$ cat src/rtl/isaide_pkg.sv
package isaide_pkg;

  localparam int unsigned REG_ADDR_W = 3;

  // Strobe bundle handed from control to datapath (all active high).
  typedef struct packed {
    logic                  cs0;
    logic                  cs1;
    logic [REG_ADDR_W-1:0] da;
    logic                  rd;
    logic                  wr;
    logic                  wide;
  } ideStb_t;

  localparam ideStb_t STB_IDLE = '{cs0: 1'b0, cs1: 1'b0, da: '0,
                                   rd: 1'b0, wr: 1'b0, wide: 1'b0};

endpackage

$ cat src/rtl/isaide_ctrl.sv
module isaide_ctrl
  import isaide_pkg::*;
#(
  parameter int unsigned        ADDR_W    = 10,
  parameter logic [ADDR_W-1:0]  CMD_BASE  = 10'h1F0,
  parameter logic [ADDR_W-1:0]  CTRL_ADDR = 10'h3F6
) (
  input  logic              clk,
  input  logic              rstN,
  input  logic [ADDR_W-1:0] isaAddr,
  input  logic              isaAen,
  input  logic              isaIorN,
  input  logic              isaIowN,
  output ideStb_t           stb
);

  localparam int unsigned BLK_HI = ADDR_W - 1;
  localparam logic [ADDR_W-1:0] UNCLAIMED = CTRL_ADDR + 1'b1;

  logic    cmdRd, cmdWr, access, cmdHit, ctrlHit, anyHit;
  ideStb_t stbNxt;

  always_comb begin
    cmdRd   = !isaIorN && isaIowN;
    cmdWr   = !isaIowN && isaIorN;
    access  = !isaAen && (cmdRd || cmdWr);
    cmdHit  = isaAddr[BLK_HI:REG_ADDR_W] == CMD_BASE[BLK_HI:REG_ADDR_W];
    ctrlHit = isaAddr == CTRL_ADDR;
    anyHit  = access && (cmdHit || ctrlHit);

    stbNxt      = STB_IDLE;
    stbNxt.cs0  = access && cmdHit;
    stbNxt.cs1  = access && ctrlHit;
    stbNxt.da   = anyHit ? isaAddr[REG_ADDR_W-1:0] : '0;
    stbNxt.rd   = anyHit && cmdRd;
    stbNxt.wr   = anyHit && cmdWr;
    stbNxt.wide = access && cmdHit && (isaAddr[REG_ADDR_W-1:0] == '0);
  end

  always_ff @(posedge clk) begin
    if (!rstN) stb <= STB_IDLE;
    else       stb <= stbNxt;
  end


  aen_quiet_chk: assert property (@(posedge clk) disable iff (!rstN)
    $past(isaAen) |-> !stb.cs0 && !stb.cs1 && !stb.rd && !stb.wr && !stb.wide);


  unclaimed_port_chk: assert property (@(posedge clk) disable iff (!rstN)
    ($past(isaAddr) == UNCLAIMED) |-> !stb.cs0 && !stb.cs1);


  cs_excl_chk: assert property (@(posedge clk) disable iff (!rstN)
    $onehot0({stb.cs0, stb.cs1}));


  strobe_excl_chk: assert property (@(posedge clk) disable iff (!rstN)
    !(stb.rd && stb.wr) && ((stb.rd || stb.wr) == (stb.cs0 || stb.cs1)));


  both_cmd_chk: assert property (@(posedge clk) disable iff (!rstN)
    (!$past(isaIorN) && !$past(isaIowN)) |-> !stb.rd && !stb.wr);


  wide_port_chk: assert property (@(posedge clk) disable iff (!rstN)
    stb.wide |-> stb.cs0 && (stb.da == '0));

endmodule

$ cat src/rtl/isaide_dpath.sv
module isaide_dpath
  import isaide_pkg::*;
#(
  parameter int unsigned DATA_W  = 16,
  parameter int unsigned NUM_IRQ = 4
) (
  input  logic                       clk,
  input  logic                       rstN,
  input  ideStb_t                    stb,
  input  logic [DATA_W-1:0]          isaDataIn,
  output logic [DATA_W-1:0]          isaDataOut,
  output logic [DATA_W/8-1:0]        isaLaneOe,
  input  logic [DATA_W-1:0]          ideDataIn,
  output logic [DATA_W-1:0]          ideDataOut,
  output logic                       ideDataOe,
  input  logic                       drivePresent,
  input  logic                       ideIntrq,
  input  logic [$clog2(NUM_IRQ)-1:0] irqSel,
  output logic [NUM_IRQ-1:0]         isaIrq
);

  localparam int unsigned LANES   = DATA_W / 8;
  localparam int unsigned BUSY_IX = 7;
  localparam logic [DATA_W-1:0] FLOAT_WORD = ~(DATA_W'(1) << BUSY_IX);

  logic [DATA_W-1:0] wrData;

  // Host write data is captured on the same edge that registers the strobes.
  always_ff @(posedge clk) begin
    if (!rstN) wrData <= '0;
    else       wrData <= isaDataIn;
  end

  assign ideDataOut = wrData;
  assign ideDataOe  = stb.wr;

  // Read steering: the drive's word, or the pulled-down floating value.
  assign isaDataOut = !stb.rd      ? '0 :
                      drivePresent ? ideDataIn : FLOAT_WORD;

  for (genvar l = 0; l < LANES; l++) begin : g_lane
    if (l == 0) begin : g_low
      assign isaLaneOe[l] = stb.rd;
    end else begin : g_high
      assign isaLaneOe[l] = stb.rd && stb.wide;
    end
  end

  for (genvar q = 0; q < NUM_IRQ; q++) begin : g_irq
    always_ff @(posedge clk) begin
      if (!rstN) isaIrq[q] <= 1'b0;
      else       isaIrq[q] <= ideIntrq && (irqSel == q);
    end
  end


  float_bit_chk: assert property (@(posedge clk) disable iff (!rstN)
    (stb.rd && !drivePresent) |-> !isaDataOut[BUSY_IX]);


  wr_data_chk: assert property (@(posedge clk) disable iff (!rstN)
    ideDataOe |-> ideDataOut == $past(isaDataIn));


  irq_onehot_chk: assert property (@(posedge clk) disable iff (!rstN)
    $onehot0(isaIrq));


  irq_route_chk: assert property (@(posedge clk) disable iff (!rstN)
    $past(rstN) |-> isaIrq[$past(irqSel)] == $past(ideIntrq));

endmodule

$ cat src/rtl/isa_ide_adapter.sv
module isa_ide_adapter
  import isaide_pkg::*;
(
  input  logic        clk,
  input  logic        rstN,
  input  logic [9:0]  isaAddr,
  input  logic        isaAen,
  input  logic        isaIorN,
  input  logic        isaIowN,
  input  logic [15:0] isaDataIn,
  output logic [15:0] isaDataOut,
  output logic [1:0]  isaLaneOe,
  output logic        isaIocs16N,
  output logic [3:0]  isaIrq,
  input  logic [1:0]  irqSel,
  output logic        ideCs0N,
  output logic        ideCs1N,
  output logic [2:0]  ideDa,
  output logic        ideDiorN,
  output logic        ideDiowN,
  output logic [15:0] ideDataOut,
  output logic        ideDataOe,
  input  logic [15:0] ideDataIn,
  input  logic        drivePresent,
  input  logic        ideIntrq
);

  ideStb_t stb;

  isaide_ctrl #(
    .ADDR_W(10), .CMD_BASE(10'h1F0), .CTRL_ADDR(10'h3F6)
  ) ctrl_i (
    .clk(clk), .rstN(rstN), .isaAddr(isaAddr), .isaAen(isaAen),
    .isaIorN(isaIorN), .isaIowN(isaIowN), .stb(stb)
  );

  isaide_dpath #(
    .DATA_W(16), .NUM_IRQ(4)
  ) dpath_i (
    .clk(clk), .rstN(rstN), .stb(stb),
    .isaDataIn(isaDataIn), .isaDataOut(isaDataOut), .isaLaneOe(isaLaneOe),
    .ideDataIn(ideDataIn), .ideDataOut(ideDataOut), .ideDataOe(ideDataOe),
    .drivePresent(drivePresent), .ideIntrq(ideIntrq), .irqSel(irqSel),
    .isaIrq(isaIrq)
  );

  assign ideCs0N    = !stb.cs0;
  assign ideCs1N    = !stb.cs1;
  assign ideDa      = stb.da;
  assign ideDiorN   = !stb.rd;
  assign ideDiowN   = !stb.wr;
  assign isaIocs16N = !stb.wide;

endmodule

$ cat config.mk
export PLATFORM = sky130hd
export DESIGN_NAME = isa_ide_adapter
export DESIGN_NICKNAME = d
export VERILOG_FILES = /design/src/rtl/isaide_pkg.sv /design/src/rtl/isaide_ctrl.sv /design/src/rtl/isaide_dpath.sv /design/src/rtl/isa_ide_adapter.sv
export SDC_FILE = /design/constraint.sdc
export NUM_CORES = 1
export LEC_CHECK = 0
export ABC_CLOCK_PERIOD_IN_PS = 1900
export BUFFER_PORTS_ARGS = -buffer_cell sky130_fd_sc_hd__buf_2
export CORE_MARGIN = 5
export CORE_UTILIZATION = 32
export CTS_CLUSTER_DIAMETER = 40
export DETAILED_ROUTE_END_ITERATION = 10
export PLACE_DENSITY = 0.73
export REMOVE_ABC_BUFFERS = 1
export SETUP_SLACK_MARGIN = 0.5
export SLEW_MARGIN = 20
export SYNTH_ARGS = -nofsm -noshare
export SYNTH_HDL_FRONTEND = slang
export SYNTH_SLANG_ARGS = --single-unit
$ cat constraint.sdc
create_clock -name clk -period 1.9 [get_ports clk]
set_clock_uncertainty 0.1 [all_clocks]
set_input_delay 0.38 -clock clk [delete_from_list [all_inputs] [get_ports clk]]
set_output_delay 0.38 -clock clk [all_outputs]
set_load 0.05 [all_outputs]
==> results of run 1 <==
logic make-up after synthesis:
group | Yosys count | share of synthesized area [%]
simple gates | 38 | 24.9
buf+inv | 29 | 11.8
flops | 28 | 53.3
compound gates | 16 | 7.62
fa+ha+maj | 2 | 2.38
cell usage after synthesis:
library cell   n
a21oi_1       15
and2_1        17
and3_1         6
and3b_1        1
and4_1         1
buf_4          4
clkbuf_1       3
dfxtp_1       28
ha_1           2
inv_1         21
inv_2          1
nand2_1        3
nand4_4        1
nor2_1         2
nor3_1         1
nor3_4         1
nor3b_1        2
nor4_1         2
o21ai_0        1
or3_4          1
sequential cells by signal (all words and copies together) (netlist names):
| signal | cells |
|---|---|
| dpath_i.isaIrq | 4 |
| ctrl_i.stb | 8 |
| dpath_i.ideDataOut | 16 |
per-stage QoR:
stage,instance area (um2),worst slack [ps],std cells,hold slack [ps],util [%]
after floorplan,1010,-382,106,356,-
after global placement,1550,177,247,482,50.0
after detailed placement,1550,145,247,487,50.0
after CTS,1750,273,251,127,56.3
after global routing,1850,233,252,112,59.6
final,1850,284,252,137,59.6
power by group through the flow:
stage,Combinational (mW),Sequential [mW],Clock (mW)
3_3_place_gp,0.190,0.624,0
5_1_grt,0.224,0.614,0.410
2_1_floorplan,0.0304,0.698,0
3_5_place_dp,0.193,0.625,0
4_1_cts,0.199,0.611,0.391
6_report,0.208,0.611,0.376
worst paths after layout:
check                          from                 to  slack (ps)  cells past startpoint
worst max-delay path  ctrl_i.stb[2]     isaDataOut[15]         280                      3
worst min-delay path      irqSel[1]  dpath_i.isaIrq[1]         140                      2
what timing repair did:
item	4_1_cts	5_1_grt
buffers inserted	0	1
gates resized for setup	50	39
setup endpoints to repair	37	42
pin swaps	4	1
routing by layer:
layer,up-vias,routed length (um),global-route usage [%],share of wire (%)
met5,-,0,0,0
met2,64,1610,27.4,50
li1,541,-,-,-
met4,0,25,4.56,0.78
met1,466,1110,11.2,35
met3,2,462,4.66,14
final cells by class:
class / instances / area [um2] / share of cell area [%]
Timing Repair Buffer: 98 / 677 / 36.6
Inverter: 22 / 90.1 / 4.87
Sequential cell: 28 / 566 / 30.6
Clock inverter: 1 / 30.0 / 1.62
Tap cell: 44 / 55.1 / 2.98
Multi-Input combinational cell: 56 / 408 / 22.1
Clock buffer: 3 / 22.5 / 1.22
==> metrics.txt, run 1 <==
endpoints failing hold=0; Psw=298 uW; die width=67.3 um; HPWL Detailed=2540 um; ratio of cells with drive above 1 in the final layout=57.2%; delay-heaviest family, CP=flip-flops; Routed Antenna Nets=0; Yosys top cell area share=53.3%; FF+latch count, synth=28; Synth Warn #=0; initial antenna violation count=0; CTS tree=yes; chip height=67.3 um; diode count=0; CP endpoint kind=output pin; Tot GR Track Use=13.2%; Placer Congestion=0.706; drt wl/cell=12.7 um; Port Buffer Count=97; Die ar.=0.00453 mm2; CTS buffer count=3; number of global-route vias before repair=1022; commonest non-fill, non-tap cells in the layout=49 x buf_2, 26 x dfxtp_1, 23 x buf_4; Final Power=1.20 mW; Slew headroom=76.2%; unrepaired setup endpoints after global routing=true; Sink Count=28; WL final=3210 um; Final period util=85.0%; maxcap violations=0; Reg power frac=51.1%; Int Power=898 uW; DR iter-0 viols=15; Synth area leaders=dfxtp_1 53%, and2_1 10%, inv_1 7.5%, a21oi_1 7.1%, and3_1 3.6%; largest net degree at the start of global routing=20; CP max stage cell=dfxtp_4; Worst Path Arrival=1140 ps; vias=1073; clk root buf=clkbuf_4; clock share of power=31.5%; CP Max Fanout=17; Mean Syn Cell Area=9.30 um2; CTS Buffer Depth=2; clk slew on worst S/H paths=150 ps; Hold-fix buffers, CTS=0; Slew Limit Fails=0; max incr delay on CP=410 ps; Initial Utilization=33.9%; Core Area=0.00310 mm2; Total Neg Setup Slack=0 ps; Peak VDD IR=0.391 mV; worst path bufs/invs=2; run status=completed; first-pass GRT wire length=4500 um; Final Critical Period=1620 ps; Rows=20; Post-Syn Instances=113; I/O pin count=98; CP startpoint kind=flip-flop; # H-tree levels=1; CP cell instances=inv_8 -> a21oi_1 -> buf_4; area grow syn2layout=75.8%; post-synthesis sequential area ratio=53.3%; fin nets=262; WS Path Type=flip-flop to output pin; DR pass1 iterations=3; commonest non-fill, non-tap cell in the layout=buf_2; Switching Fraction=24.9%; Critical Path RT=1420 ps; Synth Cell Area=0.00105 mm2; DR DRC count=0; PwrDens=647 mW/mm2; Worst Max-Slew Pin Slew=353 ps; total gr overflow=0; Distinct cells, synth=20; Fillers=277; Hold Path Class=input port to flip-flop; area leader, netlist=dfxtp_1; cell leakage power=0.980 nW; # setup viols final=0; vias per cell=4.26; combinational power share=17.4%; max frequency=0.619 GHz
No activity file was read; power rests on OpenSTA's default activity.
==> run 2: changes to the inputs <==
--- a/config.mk
+++ b/config.mk
@@ -11,7 +11,7 @@
 export CORE_UTILIZATION = 32
 export CTS_CLUSTER_DIAMETER = 40
 export DETAILED_ROUTE_END_ITERATION = 10
-export PLACE_DENSITY = 0.73
+export PLACE_DENSITY_LB_ADDON = 0.1
 export REMOVE_ABC_BUFFERS = 1
 export SETUP_SLACK_MARGIN = 0.5
 export SLEW_MARGIN = 20
==> run 2 against run 1 <==
Against the previous run:
- design area up 3.4%
- sequential share of layout area decreased by 1.0 points
- critical path depth did not move
- total power increased by 0.20%
- highest routed layer unchanged
- global-route usage shrank 0.77 points
- clock-buffer cell count is the same
- critical endpoint is now isaDataOut[8]
- die area unchanged
==> metrics.txt, run 2 (synthesis results as in run 1) <==
run status=completed (unchanged); Core Area=0.00310 mm2 (unchanged); first-pass GRT wire length=4260 um (was 4500 um); DR iter-0 viols=38 (was 15); largest net degree at the start of global routing=20 (unchanged); # H-tree levels=1 (unchanged); CTS tree=yes (unchanged); HPWL Detailed=2350 um (was 2540 um); Placer Congestion=0.763 (was 0.706); CP endpoint kind=output pin (unchanged); cell leakage power=0.997 nW (was 0.980 nW); fin nets=263 (was 262); design area=0.00191 mm2 (was 0.00185 mm2); WL final=3230 um (was 3210 um); I/O pin count=98 (unchanged); clk slew on worst S/H paths=140 ps (was 150 ps); vias=1052 (was 1073); Slew headroom=78.7% (was 76.2%); Critical Path RT=1420 ps (about the same); DR DRC count=0 (unchanged); max reg flops=16 (unchanged); Worst Path Arrival=1130 ps (was 1140 ps); Die ar.=0.00453 mm2 (unchanged); Hold Path Class=input port to flip-flop (unchanged); unrepaired setup endpoints after global routing=true (unchanged); CTS Buffer Depth=2 (unchanged); initial antenna violation count=0 (unchanged); WS Path Type=flip-flop to output pin (unchanged); Final Util=61.6% (was 59.6%); maxcap violations=0 (unchanged); Placement Setup Slack=143 ps (was 145 ps); CP startpoint kind=flip-flop (unchanged); Sink Count=28 (unchanged); placed inst area=0.00155 mm2 (unchanged); Rows=20 (unchanged); clk root buf=clkbuf_4 (unchanged); Port Buffer Count=97 (unchanged); Fillers=283 (was 277); commonest non-fill, non-tap cell in the layout=buf_2 (unchanged); Worst Max-Slew Pin Slew=316 ps (was 353 ps); vias per cell=4.16 (was 4.26); max frequency=0.620 GHz (was 0.619 GHz); fin worst setup slack=287 ps (was 284 ps); drt wl/cell=12.7 um (about the same); diode count=0 (unchanged); # setup viols final=0 (unchanged); area grow syn2layout=81.8% (was 75.8%); Total Neg Setup Slack=0 ps (unchanged); Routed Antenna Nets=0 (unchanged); Peak VDD IR=0.269 mV (was 0.391 mV); Tot GR Track Use=12.4% (was 13.2%); total gr overflow=0 (unchanged); chip height=67.3 um (unchanged); PwrDens=627 mW/mm2 (was 647 mW/mm2); Initial Utilization=33.9% (unchanged); CTS buffer count=3 (unchanged); die width=67.3 um (unchanged); commonest non-fill, non-tap cells in the layout=49 x buf_2, 26 x dfxtp_1, 24 x buf_4 (was 49 x buf_2, 26 x dfxtp_1, 23 x buf_4); Final period util=84.9% (was 85.0%); number of global-route vias before repair=1021 (was 1022); Final Critical Period=1610 ps (was 1620 ps); ratio of cells with drive above 1 in the final layout=60.8% (was 57.2%); endpoints failing hold=0 (unchanged); DR pass1 iterations=4 (was 3); CP Max Fanout=17 (unchanged); Slew Limit Fails=0 (unchanged)
## run 2: changes by cell type in the layout (fill, tap and decap cells not counted), sizes merged
| cell | change |
|---|---|
| buf | +9 |
| clkbuf | -8 |
## run 2: through the flow
stage	instances	power, mW	hold slack [ps]
after CTS	252	1.21	115
after global routing	253	1.26	104
after global placement	247	0.812	480
after detailed placement	247	0.815	486
final	253	1.20	137
after floorplan	106	0.728	356
## run 2: cell type report
class | count | area (um2) | share of cell area (%)
sequential | 28 | 566 | 29.6
timing repair buffer | 99 | 722 | 37.8
clock buffer | 3 | 22.5 | 1.18
tap | 44 | 55.1 | 2.88
inverter | 22 | 90.1 | 4.72
clock inverter | 1 | 30.0 | 1.57
multi-input combinational | 56 | 425 | 22.3
## run 2: worst max-delay path: stages (launching register included)
cell     delay (ps)
dfxtp_4         410
inv_8            70
a21oi_2         150
buf_6           180
## run 2: where the power goes
| part | leakage [nW] | switching, mW | internal (mW) | total [mW] |
|---|---|---|---|---|
| combinational | 0.737 | 0.131 | 0.0802 | 0.211 |
| clock | 0.0279 | 0.163 | 0.213 | 0.376 |
| sequential | 0.232 | 0.00548 | 0.606 | 0.612 |
## run 2: path summary, 6_finish.rpt
path                           from           endpoint  slack, ps  cells after the start
worst max-delay path  ctrl_i.stb[2]      isaDataOut[8]        290                      3
worst min-delay path      irqSel[0]  dpath_i.isaIrq[2]        140                      2
## run 2: what timing repair did
item	4_1_cts	5_1_grt
endpoints found under the setup margin	43	37
resized for setup	58	48
setup buffers	1	1
hold endpoints to repair	0	0
hold buffers	0	0
pin swaps	4	1
## run 2: metal layers
layer / routed length, um / vias to the layer above / GRT usage (%)
met2: 1810 / 50 / 24.5
li1: - / 542 / -
met1: 1050 / 458 / 10.8
met5: 0 / - / 0
met4: 27 / 0 / 5.32
met3: 329 / 2 / 4.83
